`config.mk`:
```
export PLATFORM = sky130hd
export DESIGN_NAME = an37_seq
export DESIGN_NICKNAME = d
export VERILOG_FILES = /design/src/rtl/cl37_pkg.sv /design/src/rtl/cl37_timer.sv /design/src/rtl/cl37_page_match.sv /design/src/rtl/cl37_tx_word.sv /design/src/rtl/an37_seq.sv
export SDC_FILE = /design/constraint.sdc
export NUM_CORES = 1
export LEC_CHECK = 0
export BUFFER_PORTS_ARGS = -buffer_cell sky130_fd_sc_hd__buf_2
export CAP_MARGIN = 20
export CORE_UTILIZATION = 57
export DETAILED_ROUTE_END_ITERATION = 10
export GPL_ROUTABILITY_DRIVEN = 0
export PLACE_DENSITY = 0.81
export SYNTH_ARGS = -nofsm -noshare
export SYNTH_HDL_FRONTEND = slang
export SYNTH_HIERARCHICAL = 1
export SYNTH_SLANG_ARGS = --single-unit
export TNS_END_PERCENT = 5
```
`constraint.sdc`:
```
create_clock -name clk -period 2.9 [get_ports clk]
set_input_delay 0.725 -clock clk [delete_from_list [all_inputs] [get_ports clk]]
set_output_delay 0.725 -clock clk [all_outputs]
set_load 0.05 [all_outputs]
```
`src/rtl/cl37_pkg.sv`:
```
package cl37_pkg;
   typedef enum logic [2:0] {
      ST_DIS   = 3'd0,
      ST_BREAK = 3'd1,
      ST_ABIL  = 3'd2,
      ST_ACK   = 3'd3,
      ST_DONE  = 3'd4
   } an_state_t;

   localparam int CFG_W      = 16;
   localparam int ACK_B      = 14;
   localparam int CTL_SRST_B = 15;
   localparam int CTL_SPD1_B = 13;
   localparam int CTL_EN_B   = 12;
   localparam int CTL_RSTRT_B = 9;
   localparam int CTL_DPX_B  = 8;
   localparam int CTL_SPD0_B = 6;
   localparam int ADV_FD_B   = 5;
endpackage

```
`src/rtl/cl37_timer.sv`:
```
module cl37_timer #(
   parameter int TW = 8
) (
   input  logic          clk,
   input  logic          rst_n,
   input  logic          clr,
   input  logic          run,
   input  logic [TW-1:0] limit,
   output logic          done
);
   logic [TW-1:0] cnt_q;

   assign done = (cnt_q >= limit);

   always_ff @(posedge clk or negedge rst_n) begin
      if (!rst_n)
         cnt_q <= '0;
      else if (clr)
         cnt_q <= '0;
      else if (run && !done)
         cnt_q <= cnt_q + 1'b1;
   end
endmodule

```
`src/rtl/cl37_page_match.sv`:
```
module cl37_page_match #(
   parameter int W     = 16,
   parameter int ACK_B = 14,
   parameter int N     = 3
) (
   input  logic         clk,
   input  logic         rst_n,
   input  logic         clr,
   input  logic         rearm,
   input  logic         vld,
   input  logic [W-1:0] word,
   input  logic         ack_req,
   output logic         hit,
   output logic [W-1:0] page
);
   localparam int CW = $clog2(N + 1);
   localparam logic [W-1:0] ACK_MASK = ~(W'(1) << ACK_B);

   logic [W-1:0]  prev_q;
   logic [CW-1:0] cnt_q;
   logic [W-1:0]  masked;
   logic          ack_ok;

   assign masked = word & ACK_MASK;
   assign ack_ok = !ack_req || word[ACK_B];
   assign hit    = (cnt_q == CW'(N));
   assign page   = prev_q;

   always_ff @(posedge clk or negedge rst_n) begin
      if (!rst_n) begin
         prev_q <= '0;
         cnt_q  <= '0;
      end else if (clr) begin
         prev_q <= '0;
         cnt_q  <= '0;
      end else if (rearm) begin
         cnt_q  <= '0;
      end else if (vld) begin
         if (masked == '0) begin
            prev_q <= '0;
            cnt_q  <= '0;
         end else if (masked == prev_q) begin
            if (ack_ok && !hit)
               cnt_q <= cnt_q + 1'b1;
         end else begin
            prev_q <= masked;
            cnt_q  <= ack_ok ? CW'(1) : '0;
         end
      end
   end
endmodule

```
`src/rtl/cl37_tx_word.sv`:
```
module cl37_tx_word #(
   parameter int  W       = 16,
   parameter int  ACK_B   = 14,
   parameter bit  SB_PINS = 1'b1
) (
   input  logic         sgmii_en,
   input  logic         phy_side,
   input  logic         pin_src,
   input  logic         send,
   input  logic         ack,
   input  logic [W-1:0] adv,
   input  logic         reg_link,
   input  logic         reg_fdx,
   input  logic [1:0]   reg_spd,
   input  logic         pin_link,
   input  logic         pin_fdx,
   input  logic [1:0]   pin_spd,
   output logic [W-1:0] word
);
   logic       use_pin;
   logic       f_link;
   logic       f_fdx;
   logic [1:0] f_spd;
   logic [W-1:0] x_word;
   logic [W-1:0] mac_word;
   logic [W-1:0] phy_word;

   generate
      if (SB_PINS) begin : g_pins
         assign use_pin = pin_src;
      end else begin : g_nopins
         assign use_pin = 1'b0;
      end
   endgenerate

   assign f_link = use_pin ? pin_link : reg_link;
   assign f_fdx  = use_pin ? pin_fdx  : reg_fdx;
   assign f_spd  = use_pin ? pin_spd  : reg_spd;

   always_comb begin
      x_word        = adv;
      x_word[ACK_B] = ack;
      mac_word      = '0;
      mac_word[ACK_B] = 1'b1;
      mac_word[0]   = 1'b1;
      phy_word      = '0;
      phy_word[15]  = f_link;
      phy_word[ACK_B] = 1'b1;
      phy_word[12]  = f_fdx;
      phy_word[11:10] = f_spd;
      phy_word[0]   = 1'b1;
      if (!send)
         word = '0;
      else if (!sgmii_en)
         word = x_word;
      else if (phy_side)
         word = phy_word;
      else
         word = mac_word;
   end
endmodule

```
`src/rtl/an37_seq.sv`:
```
module an37_seq #(
   parameter bit AN_EN_RST  = 1'b1,
   parameter int BRK_X_CYC  = 1250000,
   parameter int BRK_S_CYC  = 200000,
   parameter int SYNC_X_CYC = 1250000,
   parameter int SYNC_S_CYC = 200000,
   parameter int MATCH_N    = 3,
   parameter bit SB_PINS    = 1'b1,
   parameter bit IRQ_FLOP   = 1'b0
) (
   input  logic        clk,
   input  logic        rst_n,
   input  logic        sgmii_en,
   input  logic        phy_side,
   input  logic        pin_src,
   input  logic        ctrl_wr,
   input  logic [15:0] ctrl_wdata,
   output logic [15:0] ctrl_q,
   input  logic [15:0] adv_word,
   input  logic        anc_link,
   input  logic        anc_irq_en,
   input  logic        sb_link,
   input  logic        sb_fdx,
   input  logic [1:0]  sb_speed,
   input  logic [15:0] rx_cfg,
   input  logic        rx_cfg_vld,
   input  logic        rx_sync,
   input  logic        rx_err,
   input  logic        sts_clr,
   output logic [15:0] tx_cfg,
   output logic        an_done,
   output logic        an_irq,
   output logic [15:0] lp_page,
   output logic        lp_fdx,
   output logic [1:0]  lp_speed,
   output logic        res_fdx
);
   import cl37_pkg::*;

   localparam int BRK_MAX  = (BRK_X_CYC > BRK_S_CYC) ? BRK_X_CYC : BRK_S_CYC;
   localparam int SYN_MAX  = (SYNC_X_CYC > SYNC_S_CYC) ? SYNC_X_CYC : SYNC_S_CYC;
   localparam int TMAX     = (BRK_MAX > SYN_MAX) ? BRK_MAX : SYN_MAX;
   localparam int TW       = $clog2(TMAX + 1);
   localparam logic [15:0] CTRL_RST = 16'h0140 | (AN_EN_RST ? 16'h1000 : 16'h0000);
   localparam logic [15:0] CTRL_RO0 = (16'(1) << CTL_SRST_B) | (16'(1) << CTL_RSTRT_B);
   localparam logic [15:0] ACK_MASK = ~(16'(1) << ACK_B);

   generate
      if (MATCH_N < 2) begin : g_bad_match
         $error("MATCH_N must be at least 2");
      end
      if (BRK_X_CYC < 1 || BRK_S_CYC < 1 || SYNC_X_CYC < 1 || SYNC_S_CYC < 1) begin : g_bad_tmr
         $error("timer limits must be at least 1");
      end
   endgenerate

   an_state_t   state_q, state_d;
   logic        an_en;
   logic        soft_w, rstrt_w, restart, brk_enter;
   logic        brk_done, sync_to, m_hit;
   logic [15:0] m_page;
   logic [TW-1:0] brk_lim, sync_lim;
   logic        rx_active, partner_new;
   logic        done_q, lp_fdx_q, fdx_q;
   logic [1:0]  lp_spd_q;
   logic [15:0] lp_page_q;

   // control register
   assign soft_w  = ctrl_wr && ctrl_wdata[CTL_SRST_B];
   assign rstrt_w = ctrl_wr && !ctrl_wdata[CTL_SRST_B] && ctrl_wdata[CTL_RSTRT_B];

   always_ff @(posedge clk or negedge rst_n) begin
      if (!rst_n)
         ctrl_q <= CTRL_RST;
      else if (soft_w)
         ctrl_q <= CTRL_RST;
      else if (ctrl_wr)
         ctrl_q <= ctrl_wdata & ~CTRL_RO0;
   end

   assign an_en = ctrl_q[CTL_EN_B];

   // timers
   assign brk_lim  = sgmii_en ? TW'(BRK_S_CYC)  : TW'(BRK_X_CYC);
   assign sync_lim = sgmii_en ? TW'(SYNC_S_CYC) : TW'(SYNC_X_CYC);

   cl37_timer #(.TW(TW)) u_brk_tmr (
      .clk   (clk),
      .rst_n (rst_n),
      .clr   (brk_enter),
      .run   (state_q == ST_BREAK),
      .limit (brk_lim),
      .done  (brk_done)
   );

   cl37_timer #(.TW(TW)) u_sync_tmr (
      .clk   (clk),
      .rst_n (rst_n),
      .clr   (rx_sync || (state_q == ST_DIS) || sync_to),
      .run   (1'b1),
      .limit (sync_lim),
      .done  (sync_to)
   );

   // base page matcher
   cl37_page_match #(.W(CFG_W), .ACK_B(ACK_B), .N(MATCH_N)) u_match (
      .clk     (clk),
      .rst_n   (rst_n),
      .clr     ((state_q == ST_DIS) || (state_q == ST_BREAK)),
      .rearm   ((state_q == ST_ABIL) && m_hit),
      .vld     (rx_cfg_vld && ((state_q == ST_ABIL) || (state_q == ST_ACK))),
      .word    (rx_cfg),
      .ack_req (state_q == ST_ACK),
      .hit     (m_hit),
      .page    (m_page)
   );

   // restart sources
   assign rx_active   = (state_q == ST_ABIL) || (state_q == ST_ACK) || (state_q == ST_DONE);
   assign partner_new = (state_q == ST_DONE) && rx_cfg_vld && ((rx_cfg & ACK_MASK) != lp_page_q);
   assign restart     = soft_w || rstrt_w || sync_to || (rx_err && rx_active) || partner_new;

   always_comb begin
      state_d = state_q;
      if (!an_en)
         state_d = ST_DIS;
      else if (restart)
         state_d = ST_BREAK;
      else begin
         case (state_q)
            ST_DIS:   state_d = ST_BREAK;
            ST_BREAK: if (brk_done) state_d = ST_ABIL;
            ST_ABIL:  if (m_hit)    state_d = ST_ACK;
            ST_ACK:   if (m_hit)    state_d = ST_DONE;
            ST_DONE:  state_d = ST_DONE;
            default:  state_d = ST_DIS;
         endcase
      end
   end

   assign brk_enter = (state_d == ST_BREAK) && ((state_q != ST_BREAK) || restart);

   always_ff @(posedge clk or negedge rst_n) begin
      if (!rst_n)
         state_q <= AN_EN_RST ? ST_BREAK : ST_DIS;
      else
         state_q <= state_d;
   end

   // completion capture and status
   always_ff @(posedge clk or negedge rst_n) begin
      if (!rst_n) begin
         done_q    <= 1'b0;
         lp_page_q <= '0;
         lp_fdx_q  <= 1'b0;
         lp_spd_q  <= '0;
         fdx_q     <= 1'b0;
      end else if ((state_q == ST_ACK) && (state_d == ST_DONE)) begin
         done_q    <= 1'b1;
         lp_page_q <= m_page;
         lp_fdx_q  <= sgmii_en ? m_page[12] : 1'b0;
         lp_spd_q  <= sgmii_en ? m_page[11:10] : 2'b00;
         fdx_q     <= sgmii_en ? m_page[12] : m_page[ADV_FD_B];
      end else if (sts_clr) begin
         done_q    <= 1'b0;
      end
   end

   generate
      if (IRQ_FLOP) begin : g_irq_ff
         logic irq_q;
         always_ff @(posedge clk or negedge rst_n) begin
            if (!rst_n) irq_q <= 1'b0;
            else        irq_q <= done_q && anc_irq_en;
         end
         assign an_irq = irq_q;
      end else begin : g_irq_comb
         assign an_irq = done_q && anc_irq_en;
      end
   endgenerate

   assign an_done  = done_q;
   assign lp_page  = lp_page_q;
   assign lp_fdx   = lp_fdx_q;
   assign lp_speed = lp_spd_q;
   assign res_fdx  = an_en ? fdx_q : ctrl_q[CTL_DPX_B];

   // transmit word
   cl37_tx_word #(.W(CFG_W), .ACK_B(ACK_B), .SB_PINS(SB_PINS)) u_txw (
      .sgmii_en (sgmii_en),
      .phy_side (phy_side),
      .pin_src  (pin_src),
      .send     (rx_active),
      .ack      ((state_q == ST_ACK) || (state_q == ST_DONE)),
      .adv      (adv_word),
      .reg_link (anc_link),
      .reg_fdx  (adv_word[ADV_FD_B]),
      .reg_spd  ({ctrl_q[CTL_SPD0_B], ctrl_q[CTL_SPD1_B]}),
      .pin_link (sb_link),
      .pin_fdx  (sb_fdx),
      .pin_spd  (sb_speed),
      .word     (tx_cfg)
   );
endmodule

```
# [Word level (Yosys, flattened, before mapping)]
# Index checks and enable logic that the tools add are counted.
[op_classes] addsub=3 order_cmp=2 eq_ne=14 muxes=37 n_reduce_logical=38
[ops] operator="2-to-1 mux 16 bit" n=10
[ops] operator="2-to-1 mux 21 bit" n=5
[ops] operator="adder 21 x 1 -> 21 bit, second input constant" n=2
[ops] operator="greater-or-equal comparator 21 bit" n=2
[ops] operator="== test 16 bit" n=1
[ops] operator="logical NOT 16 bit" n=1
[ops] operator="2-to-1 mux 2 bit" n=8
[ops] operator="!= test 16 bit" n=1
[ops] operator="2-to-1 mux 3 bit" n=5
[ops] operator="one-hot mux 3 bit (5 select lines)" n=1
[ops] operator="logical AND 1 bit" n=13
[ops] operator="logical OR 1 bit" n=12
[ops] operator="2-to-1 mux 1 bit" n=8
[ops] operator="nonzero test 2 bit" n=4
[ops] operator="== test 3 x 1 -> 1 bit, second input constant" n=2
[ops] operator="== test 3 x 2 -> 1 bit, second input constant" n=2
[ops] operator="== test 3 bit, second input constant" n=2
[ops] operator="!= test 3 x 1 -> 1 bit, second input constant" n=2
[ops] operator="!= test 5 x 2 -> 1 bit, second input constant" n=1
[ops] operator="logical NOT 1 bit" n=4
[ops] operator="!= test 2 x 1 -> 1 bit, second input constant" n=2
[ops] operator="logical NOT 3 bit" n=1
[ops] operator="AND reduction 3 bit" n=1
[ops] operator="nonzero test 3 bit" n=1
[ops] operator="other kinds (3)" n=3
[word_totals] register_bits=100 in_bits=64 output_inout_bits=54

# [Longest topological paths before layout]
# Gate-level depths: netlist (run 1).
[logic_depth] ltp_word=12 ltp_mapped=13

# [By module]
# Netlist (run 1), hierarchy kept.
[by_module_without_submodules] module="cl37_timer" n_inst=2 cells_per_inst=200 area_per_inst_um2=1664.1 seq_area_each_um2=525.5
[by_module_without_submodules] module="an37_seq" n_inst=1 cells_per_inst=168 area_per_inst_um2=1884.3 seq_area_each_um2=955.9
[by_module_without_submodules] module="cl37_page_match" n_inst=1 cells_per_inst=111 area_per_inst_um2=1162.4 seq_area_each_um2=425.4
[by_module_without_submodules] module="cl37_tx_word" n_inst=1 cells_per_inst=24 area_per_inst_um2=200.2 seq_area_each_um2=0.0

# [Worst setup path before layout (run 1)]
# Ideal clock, no wire load.
[synth_path] kind="input -> register" from="input sgmii_en" to="register u_brk_tmr.cnt_q[0]" t_arrival_ns=3.102 required_time_ns=2.768 path_slack_ns=-0.333 stages=12 path_buffers=2 cell_sequence="inv_1 > inv_1 > ha_1 > nand4_1 > nor4_2 > o311ai_2 > nand3_1 > a211o_1 > o31a_1 > clkbuf_1 > clkbuf_1 > nor2_1"
[synth_via] elab_chain_len=10 elab_cells_between_ends=17 cone_classes="2 x order compare; 1 x eq/ne; 6 x mux; 8 x reduce/logical"
[synth_lines] element="start: declaration" line_no="an37_seq.sv:13" rtl="input logic sgmii_en,"
[synth_lines] element="2-to-1 mux 21 bit *" line_no="an37_seq.sv:85" rtl="assign sync_lim = sgmii_en ? TW'(SYNC_S_CYC) : TW'(SYNC_X_CYC);"
[synth_lines] element="greater-or-equal comparator 21 bit *" line_no="cl37_timer.sv:13" rtl="assign done = (cnt_q >= limit);"
[synth_lines] element="named net sync_to" line_no="an37_seq.sv:60" rtl="logic brk_done, sync_to, m_hit;"
[synth_lines] element="logical OR 1 bit * (3 in a row)" line_no="an37_seq.sv:121" rtl="assign restart = soft_w || rstrt_w || sync_to || (rx_err && rx_active) || partner_new;"
[synth_lines] element="2-to-1 mux 3 bit" line_no="an37_seq.sv:127" rtl="else if (restart)"
[synth_lines] element="2-to-1 mux 3 bit" line_no="an37_seq.sv:125" rtl="if (!an_en)"
[synth_lines] element="== test 3 x 1 -> 1 bit" line_no="an37_seq.sv:141" rtl="assign brk_enter = (state_d == ST_BREAK) && ((state_q != ST_BREAK) || restart);"
[synth_lines] element="logical AND 1 bit *" line_no="an37_seq.sv:141"
[synth_lines] element="named net brk_enter" line_no="an37_seq.sv:59" rtl="logic soft_w, rstrt_w, restart, brk_enter;"
[synth_lines] element="2-to-1 mux 21 bit / nonzero test 2 bit (equally long branches)"
[synth_lines] element="end signal: assignment" line_no="cl37_timer.sv:21" rtl="cnt_q <= cnt_q + 1'b1;"
[synth_lines] element="end: declaration" line_no="cl37_timer.sv:11" rtl="logic [TW-1:0] cnt_q;"
# Mark *: on every way through the listed nets, which the timed path passes. The rest lies on a longest branch.
# A chain may end at the register's enable or synchronous reset.

# [Worst setup path after layout (run 1)]
[layout_path] from="input sgmii_en" to="register u_brk_tmr.cnt_q[4]"
[layout_via] elab_chain_len=10 elab_cells_between_ends=17 cone_classes="2 x order compare; 1 x eq/ne; 6 x mux; 8 x reduce/logical"
[layout_lines] element="2-to-1 mux 21 bit *" line_no="an37_seq.sv:84" rtl="assign brk_lim = sgmii_en ? TW'(BRK_S_CYC) : TW'(BRK_X_CYC);"
[layout_lines] element="named net brk_lim[12]" line_no="an37_seq.sv:62" rtl="logic [TW-1:0] brk_lim, sync_lim;"
[layout_lines] element="greater-or-equal comparator 21 bit *" line_no="cl37_timer.sv:13"
[layout_lines] element="named net sync_to" line_no="an37_seq.sv:60"
[layout_lines] element="logical OR 1 bit * (3 in a row)" line_no="an37_seq.sv:121"
[layout_lines] element="2-to-1 mux 3 bit" line_no="an37_seq.sv:127"
[layout_lines] element="2-to-1 mux 3 bit" line_no="an37_seq.sv:125"
[layout_lines] element="== test 3 x 1 -> 1 bit" line_no="an37_seq.sv:141"
[layout_lines] element="logical AND 1 bit *" line_no="an37_seq.sv:141"
[layout_lines] element="named net brk_enter" line_no="an37_seq.sv:59"
[layout_lines] element="2-to-1 mux 21 bit / nonzero test 2 bit (equally long branches)"
# Marks and branches as above.

==> results of run 1 <==
[registers in the layout, indices dropped and copies added (netlist names), 2 cells and up]
signal / count
ctrl_q: 14
lp_page: 16
lp_speed: 2
state_q: 3
u_brk_tmr/cnt_q: 21
u_match/cnt_q: 2
u_match/page: 15
u_sync_tmr/cnt_q: 21
[placed cells by master, fill, tap and decap left out, drive strengths merged, types with 31 or more instances in the layout]
cell,count
o21ai,33
a21oi,45
nand2b,33
dfrtp,93
nor2,34
conb,31
buf,148
inv,71
nand2,54
ha,45
[per-layer routing]
metal	vias up	routed length (um)	share of wire (%)	global-route usage, %
met5	-	0	0	0
met4	0	466	2.9	12.8
met3	45	916	5.7	4.98
met2	191	8330	52	48.2
met1	2780	6390	40	31.1
li1	2777	-	-	-
[report_power, final]
group	total [mW]	switching, mW	internal (mW)
clock network	1.23	0.548	0.678
registers	1.42	0.0362	1.39
logic	0.452	0.290	0.161
[path summary, 6_finish.rpt]
path / from / end
max: sgmii_en / u_brk_tmr/cnt_q[4]
min: rst_n / u_brk_tmr/cnt_q[18]
max reg2reg: u_sync_tmr/cnt_q[16] / u_brk_tmr/cnt_q[4]
min reg2reg: ctrl_q[4] / ctrl_q[4]
max in group asynchronous: rst_n / u_match/page[15]
min in group clk: ctrl_q[4] / ctrl_q[4]
[critical path, delay by kind of cell]
kind            cells  cell delay, ns
buf+inv             3            0.36
simple gates        5            0.97
fa+ha+maj           1            0.20
compound gates      3            0.94
[what timing repair did]
item | CTS | global route
endpoints found under the setup margin | 12 | 52
endpoints found under the hold margin | 0 | 0
hold buffers | 0 | 0
resized for setup | 2 | 21
pin swaps | 1 | 11
[final cells by class]
class / count / area share, %
tap: 140 / 2.21
timing repair buffer: 148 / 10.8
multi-input combinational: 538 / 49.3
inverter: 70 / 3.36
clock buffer: 11 / 2.93
clock inverter: 5 / 0.804
sequential: 97 / 30.6
[kinds of logic after synthesis]
kind of cell	synth area share (%)
adder cells (fa/ha/maj)	8.56
AND/OR/NAND/NOR	22.2
XOR/XNOR	4.40
buffers and inverters	6.53
flip-flops	37.0
multiplexers	8.33
AO/OA/AOI/OAI	12.8
other	0.171
[stage by stage]
step | setup slack, ns | power (mW) | instance area (um^2)
6_report | -0.00111 | 3.10 | 7940
4_1_cts | 0.0128 | 3.11 | 7850
5_1_grt | -0.122 | 3.22 | 7940
3_5_place_dp | -0.371 | 1.89 | 7550
3_3_place_gp | -0.306 | 1.86 | 7550
2_1_floorplan | -0.0886 | 1.71 | 6700
==> run_results.csv, run 1 <==
group,metric,value,unit
cts,cts_inserted_buffers,9,
cells_and_area,diodes,0,
synth,async_flop_share,100,%
placement,place_inst,993,
placement,dpl.hpwl,12000,um
critical_path,crit_path_end_kind,"flop",
floorplan,initial_core_util,59.6,%
power,vdd_drop_max,0.362,mV
synth,synth_cells,703,
synth,ys_seq_area_share,37.0,%
sta,fin_hold_ws,0.377,ns
cells_and_area,fillCellCount,802,
synth,synth_edf_count,0,
global_routing,grt_use_total,27.0,%
synth,ys_warn_count,6,
cells_and_area,final_cells,1009,
cells_and_area,multiInputGateArea,3920,um^2
flow_run,cap_viol_max_count,0,
synth,synth.area.top_cells,"dfrtp_1 (35%), ha_1 (8.6%), inv_1 (4.0%)",
floorplan,fp.dieH,109,um
sta,worst_slack,-0.00111,ns
synth,post_synth_num_cell_types,60,
synth,yosysMostFrequentCell,"dfrtp_1",
critical_path,required,3.19,ns
power,powerDensity,391,nW/um^2
critical_path,cp_slowest_stage_delay,0.55,ns
global_routing,grt_start_max_net_pins,43,
cells_and_area,area_growth,20.8,%
critical_path,worstPathMaxFanout,6,
detailed_routing,finalWirelength,16100,um
global_routing,antenna_found_initial,0,
critical_path,r2r_cells,9,
synth,avgSynthCellArea,9.35,um^2
cells_and_area,drive_above_1_share,26.7,%
sta,max_freq,0.345,GHz
detailed_routing,post_drt_wl_per_cell,16.0,um
hold_path,holdCritPathClass,"in -> async",
sta,final-setup-viol-count,1,
cells_and_area,nNetsFinal,973,
critical_path,crit_path_top_delay_cell,"or4_1",
power,p_leak,3.86,nW
sta,rsz0062_at_grt,"true",
synth,synthFlopType,"dfrtp_1",
global_routing,grt-ovfl-total,0,
placement,io_buffers,114,
cts,cts_tree,"done",
floorplan,rows,38,
cts,clockBufferDepth,2,
sta,tns,-0.00111,ns
cts,post-cts-setup-buffer-count,0,
floorplan,ios,118,
sta,fin_crit_sh,100,%
critical_path,path_class,"in -> reg",
sta,tightest_slew,0.684,ns
critical_path,startpoint_type,"primary input",
critical_path,cp.arrival,3.19,ns
global_routing,grt_pass1_wl,25100,um
detailed_routing,drc_errors,0,
sta,slew_violations,0,
detailed_routing,ant_nets,0,
synth,synth_area,6580,um^2
detailed_routing,drt-initial-drc-count,363,
outcome,violations,"setup timing",
sta,finalHoldViolations,0,
cts,cts.reportedPaths.clkPinSlew,0.07,ns
cells_and_area,seq_area,2430,um^2
synth,synth_top_cells_by_count,"dfrtp_1 (93), inv_1 (70), nand2_1 (54), a21oi_1 (45), ha_1 (45)",
cts,clock-sinks,97,
detailed_routing,vias_per_cell,5.74,
outcome,status,"complete, but fails checks",
cells_and_area,finalCoreUtilization,72.0,%
sta,slew_headroom,54.3,%
critical_path,crit_chain,"buf_8 > clkinvlp_4 > inv_2 > ha_4 > nand4_1 > nor4_4 > a221oi_2 > nand3_2 > a211o_1 > o31a_1 > or4_1 > nand2_1",
synth,synth_top_area_share,35.4,%
synth,yosysTopAreaCell,"dfrtp_1",
detailed_routing,via_count,5793,
sta,finClkSkew,0.0111,ns
cts,htree_levels,3,
detailed_routing,first_pass_iters,6,
floorplan,dieArea,12000,um^2
cts,cts_root_buf,"clkbuf_16",
critical_path,r2r_setup_slack,0.16,ns
cts,insertion_delay,0.35,ns
synth,ys_ff_latch,97,
floorplan,design.core.area,11000,um^2
global_routing,grt_pass1_vias,5571,
floorplan,fp.dieW,109,um
sta,fin_crit,2.90,ns
No activity file was read; power rests on OpenSTA's default activity.
==> run 2, diff against run 1 <==
--- a/config.mk
+++ b/config.mk
@@ -10,7 +10,7 @@
 export CORE_UTILIZATION = 57
 export DETAILED_ROUTE_END_ITERATION = 10
 export GPL_ROUTABILITY_DRIVEN = 0
-export PLACE_DENSITY = 0.81
+export PLACE_DENSITY_LB_ADDON = 0.2
 export SYNTH_ARGS = -nofsm -noshare
 export SYNTH_HDL_FRONTEND = slang
 export SYNTH_HIERARCHICAL = 1
==> run_results.csv, run 2 (synthesis gave the netlist of run 1 again) <==
group,metric,value,unit
outcome,status,"complete, but fails checks",
outcome,violations,"setup timing",
global_routing,grtUsageMet1,32.8,%
critical_path,worstPathMaxFanout,5,
cells_and_area,seq_area,2430,um^2
floorplan,ios,118,
power,pwr-share-comb,15.5,%
sta,tightest_slew,0.676,ns
sta,slew_violations,0,
global_routing,antenna_found_initial,0,
floorplan,rows,38,
cells_and_area,area_growth,25.2,%
cts,clockBufferDepth,2,
cts,htree_levels,3,
critical_path,startpoint_type,"primary input",
critical_path,path_class,"in -> reg",
floorplan,initial_core_util,59.6,%
power,netSwitchingPower,0.891,mW
hold_path,holdCritPathClass,"in -> async",
global_routing,grt_pass1_wl,26200,um
flow_run,cap_viol_max_count,0,
sta,max_freq,0.343,GHz
sta,final-setup-viol-count,1,
cells_and_area,drive_above_1_share,29.9,%
cells_and_area,finalCoreUtilization,74.6,%
global_routing,grt-ovfl-total,0,
cts,clock-sinks,97,
detailed_routing,vias_per_cell,5.71,
global_routing,grt_busiest_layer,"met2",
critical_path,required,3.19,ns
global_routing,grt_pass1_vias,5739,
power,p_int,2.28,mW
detailed_routing,ant_nets,0,
cells_and_area,nNetsFinal,984,
cts,cts_hold_buf,0,
floorplan,fp.dieH,109,um
critical_path,r2r_cells,10,
detailed_routing,drc_errors,0,
placement,dp_slack,-0.415,ns
detailed_routing,via_count,5825,
placement,placed_area,7610,um^2
sta,slew_headroom,54.8,%
critical_path,timing.rr.end,"u_brk_tmr/cnt_q[4]",
global_routing,grt_start_max_net_pins,41,
power,pwr-share-clk,39.5,%
global_routing,met2_usage,52.1,%
cells_and_area,multiInputGateArea,4030,um^2
detailed_routing,finalWirelength,16800,um
sta,fin_crit,2.92,ns
critical_path,timing.rr.start,"u_sync_tmr/cnt_q[16]",
cts,cts_root_buf,"clkbuf_16",
cells_and_area,diodes,0,
placement,io_buffers,114,
cts,cts_tree,"done",
cells_and_area,design_area,8230,um^2
sta,worst_slack,-0.0160,ns
detailed_routing,first_pass_iters,5,
sta,fin_crit_sh,101,%
power,seq_power_share,45.0,%
sta,finalHoldViolations,0,
global_routing,grt_use_total,28.3,%
global_routing,grt_use_met3,4.39,%
floorplan,dieArea,12000,um^2
sta,finClkSkew,0.0121,ns
detailed_routing,drt-initial-drc-count,430,
power,powerDensity,385,nW/um^2
power,vdd_drop_max,0.406,mV
power,p_leak,3.96,nW
cells_and_area,fillCellCount,772,
cells_and_area,final_common_cell,"buf_2",
sta,fin_hold_ws,0.326,ns
critical_path,crit_path_end_kind,"flop",
power,total_power,3.17,mW
detailed_routing,post_drt_wl_per_cell,16.5,um
cts,cts_inserted_buffers,9,
cts,cts.reportedPaths.clkPinSlew,0.07,ns
cells_and_area,final_cell_mix,"buf_2 (110), dfrtp_1 (93), inv_1 (65)",
power,power.share.switching,28.1,%
cts,insertion_delay,0.36,ns
placement,dpl.hpwl,12000,um
critical_path,r2r_setup_slack,0.05,ns
critical_path,cp.arrival,3.21,ns
sta,rsz0062_at_grt,"true",
floorplan,design.core.area,11000,um^2
floorplan,fp.dieW,109,um
[run 2: changes by cell type in the layout (fill, tap and decap cells not counted), moves of 4 or more]
cell	change
a21oi_1	-5
a21oi_2	+5
buf_4	+5
ha_1	-4
ha_4	+4
o31ai_1	-4
[run 2: worst max-delay path, stage by stage]
cell	delay [ns]
buf_8	0.09
clkinvlp_4	0.13
inv_2	0.09
ha_4	0.19
nand4_1	0.15
nor4_2	0.07
buf_4	0.15
a221oi_4	0.27
nand3_2	0.11
a211o_1	0.30
o31a_1	0.32
or4_1	0.53
nand2_1	0.07
[run 2: what timing repair did]
item                                   4_1_cts  5_1_grt
setup endpoints to repair                    9       60
setup buffers                                5        2
endpoints found under the hold margin        0        0
cloned                                       2        0
gates resized for setup                     11       36
pin swaps                                   13       19
[run 2: worst max-delay path by stage]
stage	startpoint	to
3_3_place_gp	sgmii_en	u_brk_tmr/cnt_q[4]
4_1_cts	sgmii_en	u_brk_tmr/cnt_q[4]
3_5_place_dp	sgmii_en	u_sync_tmr/cnt_q[3]
6_report	sgmii_en	u_brk_tmr/cnt_q[4]
5_1_grt	sgmii_en	u_brk_tmr/cnt_q[4]
2_1_floorplan	sgmii_en	u_brk_tmr/cnt_q[4]
[run 2: metal layers]
layer | wire (um) | vias to the layer above
met1 | 6840 | 2823
met4 | 357 | 0
met3 | 746 | 36
li1 | - | 2796
met2 | 8850 | 170
met5 | 0 | -
[run 2: power groups by stage]
stage / logic, mW / registers, mW / clock network, mW
floorplan: 0.217 / 1.50 / 0
global placement: 0.426 / 1.45 / 0
detailed placement: 0.444 / 1.45 / 0
CTS: 0.477 / 1.43 / 1.27
global route: 0.541 / 1.43 / 1.32
finish: 0.492 / 1.43 / 1.25
[run 2: final cells by class]
cell class / instances / area share, %
clock inverters: 5 / 0.775
well taps: 140 / 2.13
inverters: 70 / 3.24
flip-flops and latches: 97 / 29.5
repair buffers: 159 / 12.5
clock buffers: 11 / 2.95
multi-input cells: 538 / 48.9
[run 2: per-stage QoR]
| step | setup TNS, ns | std cells |
|---|---|---|
| floorplan | -0.455 | 731 |
| global placement | -13.04 | 996 |
| detailed placement | -15.06 | 996 |
| CTS | -0.0129 | 1019 |
| global route | -0.365 | 1020 |
| finish | -0.0160 | 1020 |
==> run 3, diff against run 2 <==
--- a/config.mk
+++ b/config.mk
@@ -10,6 +10,7 @@
 export CORE_UTILIZATION = 57
 export DETAILED_ROUTE_END_ITERATION = 10
 export GPL_ROUTABILITY_DRIVEN = 0
+export MAX_ROUTING_LAYER = met4
 export PLACE_DENSITY_LB_ADDON = 0.2
 export SYNTH_ARGS = -nofsm -noshare
 export SYNTH_HDL_FRONTEND = slang
==> run_results.csv, run 3 (synthesis gave the netlist of run 1 again) <==
group,metric,value,unit
cells_and_area,design_area,8240,um^2
power,p_leak,3.97,nW
detailed_routing,ant_nets,0,
cells_and_area,final_common_cell,"buf_2",
sta,finalHoldViolations,0,
sta,worst_slack,-0.0190,ns
critical_path,cp_common_cell,"buf_6",
detailed_routing,vias_per_cell,5.80,
hold_path,holdCritPathClass,"in -> async",
power,pwr-share-comb,15.6,%
power,netSwitchingPower,0.887,mW
placement,placed_area,7610,um^2
floorplan,ios,118,
detailed_routing,drc_errors,0,
detailed_routing,drt-initial-drc-count,431,
outcome,violations,"setup timing",
sta,rsz0062_at_grt,"true",
flow_run,cap_viol_max_count,0,
critical_path,worst-path-buf-inv,6,
outcome,status,"complete, but fails checks",
global_routing,antenna_found_initial,0,
critical_path,cp_slowest_stage_delay,0.55,ns
detailed_routing,first_pass_iters,5,
global_routing,grt_pass1_vias,5731,
sta,slew_violations,0,
placement,dpl.hpwl,12000,um
critical_path,crit_path_top_delay_cell,"or4_1",
power,p_int,2.28,mW
cts,cts_root_buf,"clkbuf_16",
global_routing,grt_use_total,29.2,%
detailed_routing,finalWirelength,16900,um
global_routing,grt_start_max_net_pins,41,
sta,slew_headroom,55.0,%
critical_path,crit_family,"simple AND/OR/NAND/NOR gates",
cells_and_area,diodes,0,
power,powerDensity,384,nW/um^2
sta,final-setup-viol-count,2,
cells_and_area,drive_above_1_share,30.0,%
cells_and_area,area_growth,25.3,%
power,seq_power_share,45.0,%
sta,max_freq,0.343,GHz
floorplan,dieArea,12000,um^2
power,pwr-share-clk,39.4,%
cells_and_area,final_cell_mix,"buf_2 (110), dfrtp_1 (93), inv_1 (65)",
global_routing,grt_pass1_wl,26300,um
floorplan,initial_core_util,59.6,%
detailed_routing,post_drt_wl_per_cell,16.5,um
cts,htree_levels,3,
power,vdd_drop_max,0.406,mV
cts,cts_tree,"done",
sta,tightest_slew,0.674,ns
floorplan,fp.dieH,109,um
cts,insertion_delay,0.36,ns
placement,dp_slack,-0.415,ns
critical_path,crit_chain,"buf_8 > clkinvlp_4 > buf_6 > buf_6 > inv_2 > ha_4 > a21o_1 > o311ai_4 > nand4_1 > buf_12 > or4_1 > a21oi_2",
power,power.share.switching,28.0,%
critical_path,startpoint_type,"primary input",
detailed_routing,via_count,5919,
cts,clock-sinks,97,
sta,tns,-0.0282,ns
cts,cts.reportedPaths.clkPinSlew,0.06,ns
critical_path,cp.arrival,3.20,ns
floorplan,rows,38,
global_routing,grt-ovfl-total,0,
critical_path,required,3.18,ns
critical_path,path_class,"in -> reg",
cts,clockBufferDepth,2,
cells_and_area,finalCoreUtilization,74.7,%
cells_and_area,nNetsFinal,985,
floorplan,design.core.area,11000,um^2
floorplan,fp.dieW,109,um
sta,finClkSkew,0.0120,ns
placement,io_buffers,114,
cts,cts_inserted_buffers,9,
critical_path,crit_path_end_kind,"flop",
critical_path,worstPathMaxFanout,6,
sta,fin_crit,2.92,ns
sta,fin_crit_sh,101,%
## run 3: cell types whose count changed in the layout (fill, tap and decap cells not counted), sizes merged
cell  change
buf       +1
## run 3: layout make-up
type,instances,area (um^2)
Multi-Input combinational cell,538,4020
Inverter,70,269
Timing Repair Buffer,160,1040
Sequential cell,97,2430
Fill cell,768,2790
Tap cell,140,175
Clock inverter,5,63.8
Clock buffer,11,243
## run 3: final timing paths
check                                           end            startpoint  cells after the start  slack (ns)
worst max register to register   u_brk_tmr/cnt_q[4]  u_sync_tmr/cnt_q[16]                     10        0.06
worst min register to register               lp_fdx                lp_fdx                      2        0.53
worst min-delay path            u_brk_tmr/cnt_q[20]                 rst_n                      1        0.33
worst max-delay path            u_brk_tmr/cnt_q[10]              sgmii_en                     12       -0.02
max in group asynchronous        u_brk_tmr/cnt_q[6]                 rst_n                      2        1.85
min in group clk                             lp_fdx                lp_fdx                      2        0.53
## run 3: metal layers
layer / wire length, um / global-route usage, %
met1: 6820 / 33.0
met4: 325 / 9.52
met2: 8880 / 52.1
met3: 859 / 5.33
met5: 0 / -
## run 3: worst reg2reg max path, cell delays in order, from the launching register on
cell and delay [ns]:
dfrtp_1 0.42, ha_1 0.33, nand4_1 0.18, nor4_2 0.10
buf_4 0.15, a221oi_4 0.26, nand3_2 0.11, a211o_1 0.30
o31a_1 0.32, or4_1 0.54, nand2_1 0.07
## run 3: what timing repair did
action | 4_1_cts | 5_1_grt
cloned | 2 | 0
resized for setup | 11 | 37
pin swaps | 13 | 15
buffers inserted | 5 | 2
hold buffers | 0 | 0
endpoints found under the setup margin | 9 | 59
hold endpoints to repair | 0 | 0
## run 3: power by group through the flow
| stage | Combinational [mW] | Clock, mW | Sequential [mW] |
|---|---|---|---|
| 6_report | 0.493 | 1.25 | 1.43 |
| 5_1_grt | 0.543 | 1.32 | 1.43 |
| 4_1_cts | 0.477 | 1.27 | 1.43 |
| 3_3_place_gp | 0.426 | 0 | 1.45 |
| 2_1_floorplan | 0.217 | 0 | 1.50 |
| 3_5_place_dp | 0.444 | 0 | 1.45 |
## run 3: per-stage QoR
stage	hold WS (ns)	power [mW]	cells
2_1_floorplan	0.429	1.71	731
3_3_place_gp	0.497	1.87	996
3_5_place_dp	0.514	1.90	996
4_1_cts	0.331	3.17	1019
5_1_grt	0.350	3.29	1021
6_report	0.326	3.17	1021
